## config.mk

```make
export PLATFORM = sky130hd
export DESIGN_NAME = irq_aggregator
export DESIGN_NICKNAME = d
export VERILOG_FILES = /design/src/rtl/irq_agg_pkg.sv /design/src/rtl/irq_src_bank.sv /design/src/rtl/irq_msg_ctrl.sv /design/src/rtl/irq_aggregator.sv
export SDC_FILE = /design/constraint.sdc
export NUM_CORES = 1
export LEC_CHECK = 0
export ABC_AREA = 1
export BUFFER_PORTS_ARGS = -buffer_cell sky130_fd_sc_hd__buf_2
export CAP_MARGIN = 20
export CORE_MARGIN = 5
export CORE_UTILIZATION = 38
export CTS_CLUSTER_SIZE = 30
export DETAILED_ROUTE_END_ITERATION = 10
export GPL_TIMING_DRIVEN = 0
export PLACE_DENSITY_LB_ADDON = 0.3
export SETUP_SLACK_MARGIN = 0.05
export SLEW_MARGIN = 25
export SYNTH_ARGS = -nofsm -noshare
export SYNTH_HDL_FRONTEND = slang
export SYNTH_HIERARCHICAL = 1
export SYNTH_SLANG_ARGS = --single-unit
```

## constraint.sdc

```tcl
create_clock -name clk -period 1.4 [get_ports clk]
set_clock_uncertainty 0.15 [all_clocks]
set_input_delay 0.28 -clock clk [delete_from_list [all_inputs] [get_ports clk]]
set_output_delay 0.28 -clock clk [all_outputs]
set_load 0.02 [all_outputs]
```

## src/rtl/irq_agg_pkg.sv

```systemverilog
package irq_agg_pkg;
  typedef enum logic [1:0] {
    MSG_NONE     = 2'd0,
    MSG_MSI      = 2'd1,
    MSG_INTA_ON  = 2'd2,
    MSG_INTA_OFF = 2'd3
  } msg_kind_e;
endpackage

```

## src/rtl/irq_src_bank.sv

```systemverilog
module irq_src_bank #(
  parameter int N_MBOX = 8,
  localparam int EN_W = N_MBOX + 1
) (
  input  logic              clk,
  input  logic              rst_n,
  input  logic [N_MBOX-1:0] mbox_set,
  input  logic              mbox_clr_we,
  input  logic [N_MBOX-1:0] mbox_clr_mask,
  input  logic              irq_en_we,
  input  logic [EN_W-1:0]   irq_en_wdata,
  input  logic              app_irq,
  output logic              irq_level
);
  logic [N_MBOX-1:0] status_q;
  logic [EN_W-1:0]   enable_q;

  for (genvar i = 0; i < N_MBOX; i++) begin : g_stat
    always_ff @(posedge clk) begin
      if (!rst_n)                                status_q[i] <= 1'b0;
      else if (mbox_set[i])                      status_q[i] <= 1'b1;
      else if (mbox_clr_we && mbox_clr_mask[i])  status_q[i] <= 1'b0;
    end

    assert_set_wins_R3: assert property (@(posedge clk) disable iff (!rst_n)
      mbox_set[i] |=> status_q[i]);
    assert_w1c_clears_R3: assert property (@(posedge clk) disable iff (!rst_n)
      (mbox_clr_we && mbox_clr_mask[i] && !mbox_set[i]) |=> !status_q[i]);
  end

  always_ff @(posedge clk) begin
    if (!rst_n)         enable_q <= '0;
    else if (irq_en_we) enable_q <= irq_en_wdata;
  end

  always_comb begin
    irq_level = |(status_q & enable_q[N_MBOX-1:0]);
    irq_level = irq_level | (app_irq & enable_q[N_MBOX]);
  end

  assert_masked_quiet_R2: assert property (@(posedge clk) disable iff (!rst_n)
    (enable_q == '0) |-> !irq_level);
endmodule

```

## src/rtl/irq_msg_ctrl.sv

```systemverilog
module irq_msg_ctrl
  import irq_agg_pkg::*;
(
  input  logic clk,
  input  logic rst_n,
  input  logic irq_level,
  input  logic cfg_intx_disable,
  input  logic cfg_msi_enable,
  input  logic msg_ack,
  output logic msi_req,
  output logic inta_assert_req,
  output logic inta_deassert_req
);
  msg_kind_e cur_q;
  logic      inta_on_q;
  logic      msi_done_q;
  logic      legacy_ok, want_inta, need_off, need_on, need_msi;

  always_comb begin
    legacy_ok = !cfg_intx_disable && !cfg_msi_enable;
    want_inta = irq_level && legacy_ok;
    need_off  = inta_on_q && !want_inta;
    need_on   = !inta_on_q && want_inta;
    need_msi  = cfg_msi_enable && irq_level && !msi_done_q;
  end

  always_ff @(posedge clk) begin
    if (!rst_n) begin
      cur_q      <= MSG_NONE;
      inta_on_q  <= 1'b0;
      msi_done_q <= 1'b0;
    end else begin
      if (cur_q == MSG_NONE) begin
        if (need_off)      cur_q <= MSG_INTA_OFF;
        else if (need_msi) cur_q <= MSG_MSI;
        else if (need_on)  cur_q <= MSG_INTA_ON;
      end else if (msg_ack) begin
        cur_q <= MSG_NONE;
        case (cur_q)
          MSG_INTA_ON:  inta_on_q <= 1'b1;
          MSG_INTA_OFF: inta_on_q <= 1'b0;
          default: ;
        endcase
      end
      if (cur_q == MSG_MSI && msg_ack) msi_done_q <= 1'b1;
      else if (!irq_level)             msi_done_q <= 1'b0;
    end
  end

  assign msi_req           = (cur_q == MSG_MSI);
  assign inta_assert_req   = (cur_q == MSG_INTA_ON);
  assign inta_deassert_req = (cur_q == MSG_INTA_OFF);

  assert_one_req_R11: assert property (@(posedge clk) disable iff (!rst_n)
    $onehot0({msi_req, inta_assert_req, inta_deassert_req}));
  assert_hold_until_ack_R11: assert property (@(posedge clk) disable iff (!rst_n)
    ((msi_req || inta_assert_req || inta_deassert_req) && !msg_ack)
      |=> $stable({msi_req, inta_assert_req, inta_deassert_req}));
  assert_assert_needs_legacy_R4: assert property (@(posedge clk) disable iff (!rst_n)
    $rose(inta_assert_req) |-> $past(irq_level && !cfg_intx_disable && !cfg_msi_enable));
  assert_msi_needs_enable_R8: assert property (@(posedge clk) disable iff (!rst_n)
    $rose(msi_req) |-> $past(cfg_msi_enable && irq_level));
  assert_deassert_reason_R6: assert property (@(posedge clk) disable iff (!rst_n)
    $rose(inta_deassert_req) |-> $past(!irq_level || cfg_intx_disable || cfg_msi_enable));
endmodule

```

## src/rtl/irq_aggregator.sv

```systemverilog
module irq_aggregator #(
  parameter int N_MBOX = 8,
  localparam int EN_W = N_MBOX + 1
) (
  input  logic              clk,
  input  logic              rst_n,
  input  logic [N_MBOX-1:0] mbox_set,
  input  logic              mbox_clr_we,
  input  logic [N_MBOX-1:0] mbox_clr_mask,
  input  logic              irq_en_we,
  input  logic [EN_W-1:0]   irq_en_wdata,
  input  logic              app_irq,
  input  logic              cfg_intx_disable,
  input  logic              cfg_msi_enable,
  input  logic              msg_ack,
  output logic              msi_req,
  output logic              inta_assert_req,
  output logic              inta_deassert_req
);
  logic irq_level;

  irq_src_bank #(.N_MBOX(N_MBOX)) u_bank (
    .clk           (clk),
    .rst_n         (rst_n),
    .mbox_set      (mbox_set),
    .mbox_clr_we   (mbox_clr_we),
    .mbox_clr_mask (mbox_clr_mask),
    .irq_en_we     (irq_en_we),
    .irq_en_wdata  (irq_en_wdata),
    .app_irq       (app_irq),
    .irq_level     (irq_level)
  );

  irq_msg_ctrl u_ctrl (
    .clk               (clk),
    .rst_n             (rst_n),
    .irq_level         (irq_level),
    .cfg_intx_disable  (cfg_intx_disable),
    .cfg_msi_enable    (cfg_msi_enable),
    .msg_ack           (msg_ack),
    .msi_req           (msi_req),
    .inta_assert_req   (inta_assert_req),
    .inta_deassert_req (inta_deassert_req)
  );
endmodule

```

==> impl_metrics.tcl, run 1 <==
set metrics [dict create \
    outcome "finished, violations left" \
    violations "setup timing" \
    dpl.hpwl_mm 1.63 \
    r2r_start "u_bank/enable_q[6]" \
    multi_input_area_um2 422 \
    setup_violations 2 \
    yosys_register_bits 21 \
    grt_first_pass_wirelength_mm 3.45 \
    reg2reg_depth 9 \
    critPathRequiredTime_ns 1.48 \
    worstHoldEndpoint "u_bank/status_q[5]" \
    peakVddDrop_mv 0.658 \
    synth-warning-count 6 \
    die_h_um 57.6 \
    slowest_stage "dfxtp_2" \
    tightest_slew_ns 0.316 \
    crit_buf_inv 0 \
    synth.avg_cell_area_um2 7.07 \
    final_common_cell "nor2_1" \
    cts.clk_slew.worst_paths_ns 0.11 \
    n_antenna_cell 0 \
    overflow 0 \
    worst_slack_ns -0.139 \
    final.setup.tns_ns -0.260 \
    htree_levels 1 \
    r2r_slack_ns -0.14 \
    grtUsageTotal_pct 13.1 \
    hold_depth 3 \
    area_delta_synth_final_pct 39.8 \
    routed_via_density 4.81 \
    routedWlPerCell_um 11.1 \
    fin_crit_ns 1.54 \
    ant_nets 0 \
    top_layer "met4" \
    final_area_um2 1200 \
    seq_area_frac_synth_pct 48.8 \
    synth_area_um2 862 \
    hold_viol_final 0 \
    worstHoldStart "mbox_set[5]" \
    worstPathArrival_ns 1.62 \
    cp_common_cell "nand2_1" \
    hp-class "in -> reg" \
    clock_latency_ns 0.29 \
    grt_max_degree 12 \
    netSwitchingFraction_pct 32.2 \
    drtPass1Iterations 4 \
    syn_nets 156 \
    crit_chain "nand2_2 -> nand2_1 -> nor2_1 -> nand2_1 -> nand2_1 -> ha_1 -> nand3_2 -> nand3_1 -> a21oi_2" \
    pre_cts_ws_ns -0.186 \
    start_util_pct 39.3 \
    antenna_found_initial 0 \
    dpl.cell_count 183 \
    die_area_um2 3320 \
    p_seq_share_pct 49.6 \
    clkPwrFrac_pct 18.8 \
    leakage_nw 0.589 \
    finalMaxSlewViolations 0 \
    numPortBuffers 33 \
    yosysUniqueCellTypes 14 \
    syn_inst 122 \
    dpl_cell_area_um2 1070 \
    regArea_um2 445 \
    critPathLaunchType "flip-flop" \
    cts_tree "yes" \
    cp_max_fo 3 \
    drt_wl_total_mm 2.15 \
    numCtsBuffers 3 \
    power_frac_comb_pct 31.6 \
    dr_wl_met3_um 147 \
    worstSetupEndpointType "flip-flop" \
    final_cell_mix "nor2_1, buf_2, nand2_1, dfxtp_2, a21oi_1" \
    wl_met2_mm 1.09 \
    worst-setup-path-type "reg -> reg" \
    fill_cells 220 \
    cts_root_buf "clkbuf_4" \
    postCtsHoldBufs 0 \
    core_um2 2190 \
    vias 929 \
    slew_headroom_pct 78.9 \
    cpPeakStageDelay_ns 0.36 \
    drive_gt1_share_pct 43.6 \
    die_x_um 57.6 \
    timing.rr.end "u_ctrl/cur_q[0]" \
    grt_pass1_vias 887 \
    nNetsFinal 200 \
    placementRows 17 \
    p_int_mw 1.01 \
    crit_family "simple AND/OR/NAND/NOR gates" \
    drc_errors 0 \
    crit_path_start "u_bank/enable_q[6]" \
    powerDensity_nw_per_um2 1240 \
    power.switching_uw 480 \
    layout.cells.non_filler 193 \
    m1WireLength_um 881 \
    cts_max_path_buffers 2 \
    rsz0062_at_grt "true" \
    drtIter0Drc 34 \
    gp_congestion 0.818 \
    finalCritPeriodShare_pct 110 \
    power.total_mw 1.49 \
    fmax_mhz 650 \
    cts.sinks 21 \
    ios 36 \
    drv_cap 0 \
]
-- stage by stage --
step	hold WS (ns)	util [%]
floorplan	0.247	-
global placement	0.299	48.7
detailed placement	0.299	48.7
CTS	0.0267	53.1
global route	0.0366	55.0
finish	0.0318	55.0
-- how the worst max path moves through the flow --
stage                                  to  slack, ns  cells past startpoint
after global routing      u_ctrl/cur_q[0]      -0.24                      9
after detailed placement  u_ctrl/cur_q[0]      -0.19                     11
after global placement    u_ctrl/cur_q[1]      -0.12                     11
final                     u_ctrl/cur_q[0]      -0.14                      9
after CTS                 u_ctrl/cur_q[0]      -0.14                     10
after floorplan           u_ctrl/cur_q[1]      0.002                     10
-- synthesized netlist by cell type, drive strengths merged --
cell / count / share of area (%)
nand4: 1 / 0.73
buf: 2 / 2.2
a21oi: 12 / 7.0
inv: 8 / 3.5
dfxtp: 21 / 49
o21ai: 9 / 5.2
or2: 1 / 0.73
nand3: 5 / 2.9
a311oi: 1 / 1.0
nand2: 29 / 13
ha: 1 / 1.5
nor2: 32 / 14
-- area by class of cell --
| class | count | area share, % |
|---|---|---|
| Sequential cell | 21 | 37.0 |
| Multi-Input combinational cell | 91 | 35.0 |
| Timing Repair Buffer | 39 | 18.7 |
| Inverter | 8 | 2.70 |
| Buffer | 2 | 1.56 |
| Tap cell | 28 | 2.91 |
| Clock buffer | 4 | 2.18 |
-- per-layer routing --
metal  up-vias  GRT usage [%]
met3         6           2.90
met4         0           6.95
met1       412           14.6
met5         -              0
met2        32           22.9
li1        479              -
-- worst min-delay path: stages --
cell and delay (ns):
buf_2 0.07, a21oi_1 0.03, nor2_1 0.06
-- kinds of logic (layout without fill, tap and decap cells) --
kind of cell	after synthesis	count (layout)	share of synthesized area [%]
buffers and inverters	10	53	5.66
AOI/OAI and AO/OA	22	22	13.2
and+or+nand+nor	68	68	30.9
adders and majority gates	1	1	1.45
DFF	21	21	48.8
-- sequential cells by signal, summed over array words and instances, names as in the netlist --
register           cells
u_bank/status_q        8
u_ctrl/inta_on_q       1
u_bank/enable_q        9
u_ctrl/cur_q           2
u_ctrl/msi_done_q      1
-- power by group through the flow --
stage	logic [mW]	clock network (mW)	registers [mW]
finish	0.471	0.280	0.741
global placement	0.328	0	0.726
global route	0.512	0.314	0.750
floorplan	0.237	0	0.716
CTS	0.447	0.292	0.730
detailed placement	0.348	0	0.729
-- repair_timing --
action,in CTS,in global routing
gates resized for setup,19,15
pin swaps,3,3
setup buffers,4,2
endpoints found under the setup margin,5,5
Note: power is estimated with default switching activity, not from simulation.
==> run 2, diff against run 1 <==
--- a/config.mk
+++ b/config.mk
@@ -5,7 +5,6 @@
 export SDC_FILE = /design/constraint.sdc
 export NUM_CORES = 1
 export LEC_CHECK = 0
-export ABC_AREA = 1
 export BUFFER_PORTS_ARGS = -buffer_cell sky130_fd_sc_hd__buf_2
 export CAP_MARGIN = 20
 export CORE_MARGIN = 5
==> impl_metrics.tcl, run 2 <==
set metrics [dict create \
    outcome "finished, violations left" \
    violations "setup timing" \
    largest_register_ff_count 9 \
    dpl_cell_area_um2 1090 \
    yosysUniqueCellTypes 24 \
    layout.cells.non_filler 158 \
    drc_errors 0 \
    overflow 0 \
    worstPathArrival_ns 1.85 \
    final_common_cell "buf_2" \
    numCtsBuffers 3 \
    cp_common_cell "a22o_1" \
    powerDensity_nw_per_um2 985 \
    hold_viol_final 0 \
    slowest_stage "dfxtp_2" \
    worstSetupEndpointType "flip-flop" \
    gp_congestion 0.690 \
    drive_gt1_share_pct 39.2 \
    postCtsHoldBufs 0 \
    synth_area_leaders "dfxtp_1, nor2b_1, mux2i_1" \
    final.setup.tns_ns -1.20 \
    start_util_pct 40.0 \
    final_cell_mix "buf_2, nor2b_1, dfxtp_1, mux2i_1, nand2_1" \
    leakage_nw 0.537 \
    numPortBuffers 33 \
    final_area_um2 1170 \
    worstHoldEndpoint "u_bank/status_q[0]" \
    die_area_um2 3400 \
    r2r_slack_ns -0.35 \
    worst-setup-path-type "reg -> reg" \
    grt_pass1_vias 750 \
    clock_latency_ns 0.29 \
    grt_first_pass_wirelength_mm 3.15 \
    slew_headroom_pct 77.4 \
    drtIter0Drc 4 \
    drv_cap 0 \
    synth_most_common_cell "dfxtp_1" \
    cts_root_buf "clkbuf_4" \
    cpPeakStageDelay_ns 0.34 \
    critPathLaunchType "flip-flop" \
    core_um2 2210 \
    drt_wl_total_mm 1.95 \
    synth_area_um2 886 \
    drtPass1Iterations 4 \
    critPathRequiredTime_ns 1.50 \
    ios 36 \
    top_register "u_bank/enable_q" \
    synth_edf_count 0 \
    cts_max_path_buffers 2 \
    reg2reg_depth 7 \
    synth.top_cell.area_share_pct 47.5 \
    synth.avg_cell_area_um2 9.73 \
    routed_via_density 4.78 \
    synth-warning-count 6 \
    synth_top_cells_by_count "dfxtp_1, nor2b_1, mux2i_1, nand2_1, a21oi_1" \
    fill_cells 231 \
    dpl.hpwl_mm 1.51 \
    grtUsageTotal_pct 12.1 \
    yosys_register_bits 21 \
    vias 756 \
    crit_chain "a22o_1 -> a221oi_2 -> nand3_2 -> nand2_2 -> ha_4 -> mux2i_1 -> a22o_1" \
    routedWlPerCell_um 12.4 \
    tightest_slew_ns 0.339 \
    hp-class "in -> reg" \
    peakVddDrop_mv 0.776 \
    antenna_found_initial 0 \
    cp_max_fo 3 \
    seq_area_frac_synth_pct 47.5 \
    rsz0062_at_grt "true" \
    area_delta_synth_final_pct 31.9 \
    die_x_um 58.3 \
    grt_max_degree 13 \
    finalMaxSlewViolations 0 \
    worst_slack_ns -0.351 \
    nNetsFinal 165 \
    finalCritPeriodShare_pct 125 \
    async_flop_share_pct 0 \
    htree_levels 1 \
    r2r_start "u_bank/status_q[2]" \
    fmax_mhz 571 \
    hold_depth 3 \
    dpl.cell_count 152 \
    setup_violations 6 \
    cts_tree "yes" \
    final_util_pct 52.8 \
    fin_crit_ns 1.75 \
    cts.sinks 21 \
    crit_family "compound AO/OA/AOI/OAI gates" \
    placementRows 17 \
    crit_buf_inv 0 \
    largestRegisters "u_bank/enable_q x9, u_bank/status_q x8, u_ctrl/cur_q x2" \
    cts.clk_slew.worst_paths_ns 0.11 \
    syn_nets 125 \
    synth-main-ff-cell "dfxtp_1" \
    yosys.area.top_type "dfxtp_1" \
    worstHoldStart "mbox_set[0]" \
    ant_nets 0 \
    die_h_um 58.3 \
    timing.rr.end "u_ctrl/cur_q[1]" \
    n_antenna_cell 0 \
    hold-worst-slack_ns 0.0523 \
    syn_inst 91 \
]
## run 2: changes by cell type after synthesis, moves of 3 or more
cell	before	now
nor2_1	32	1
nor2b_1	0	20
nand2_1	29	10
mux2i_1	0	10
o21ai_0	9	1
inv_1	6	1
a21oi_1	12	8
nand3_1	5	1
a22o_1	0	3
## run 2: worst max-delay path by stage
stage	cells after the start	slack, ns	startpoint	endpoint
after global placement	7	-0.30	u_bank/status_q[2]	u_ctrl/cur_q[1]
after floorplan	7	-0.15	u_bank/status_q[2]	u_ctrl/cur_q[1]
final	7	-0.35	u_bank/status_q[2]	u_ctrl/cur_q[1]
after global routing	6	-0.44	u_bank/enable_q[1]	u_ctrl/cur_q[1]
after CTS	7	-0.36	u_bank/status_q[2]	u_ctrl/cur_q[1]
after detailed placement	7	-0.34	u_bank/status_q[2]	u_ctrl/cur_q[1]
## run 2: final cells by class
class / count / area [um^2] / area share [%]
flip-flops and latches: 21 / 424 / 36.3
multi-input cells: 66 / 475 / 40.7
clock buffers: 3 / 22.5 / 1.93
repair buffers: 35 / 186 / 16.0
plain buffers: 3 / 16.3 / 1.39
well taps: 28 / 35.0 / 3.00
clock inverters: 1 / 5.00 / 0.428
inverters: 1 / 3.75 / 0.321
## run 2: per-layer routing
metal | vias to the layer above | wire (um) | share of wire [%] | GRT usage [%]
li1 | 389 | - | - | -
met1 | 345 | 764 | 39 | 13.6
met2 | 20 | 1020 | 52 | 21.9
met3 | 2 | 153 | 7.8 | 4.01
met4 | 0 | 13 | 0.67 | 2.98
met5 | - | 0 | 0 | 0
## run 2: repair_timing
| item | in CTS | in global routing |
|---|---|---|
| setup endpoints to repair | 6 | 6 |
| setup buffers | 1 | 1 |
| pin swaps | 3 | 5 |
| gates resized for setup | 5 | 5 |
## run 2: logic make-up (layout without fill, tap and decap cells)
kind of cell               Yosys count  count (layout)  synth area share (%)
adders and majority gates            1               1                  1.41
AOI/OAI and AO/OA                   17              17                  13.4
muxes                               10              10                  11.3
and+or+nand+nor                     38              38                  24.2
DFF                                 21              21                  47.5
buffers and inverters                4              43                  2.26
## run 2: worst reg2reg max path, stage by stage, from the launching register on
cell and delay [ns]:
dfxtp_2 0.34, a22o_1 0.23, a221oi_2 0.20, nand3_2 0.16, nand2_2 0.13, ha_4 0.20
mux2i_1 0.16, a22o_1 0.14
## run 2: where the power goes
group	internal, mW	total (mW)	switching, mW	leakage, nW
logic	0.116	0.206	0.0897	0.345
registers	0.638	0.666	0.0280	0.175
clock network	0.106	0.279	0.173	0.0177
total	0.861	1.15	0.291	0.537
## run 2: through the flow
step	worst slack [ns]	power (mW)
after floorplan	-0.148	0.777
after global placement	-0.304	0.845
after detailed placement	-0.338	0.854
after CTS	-0.360	1.15
after global routing	-0.443	1.22
final	-0.351	1.15
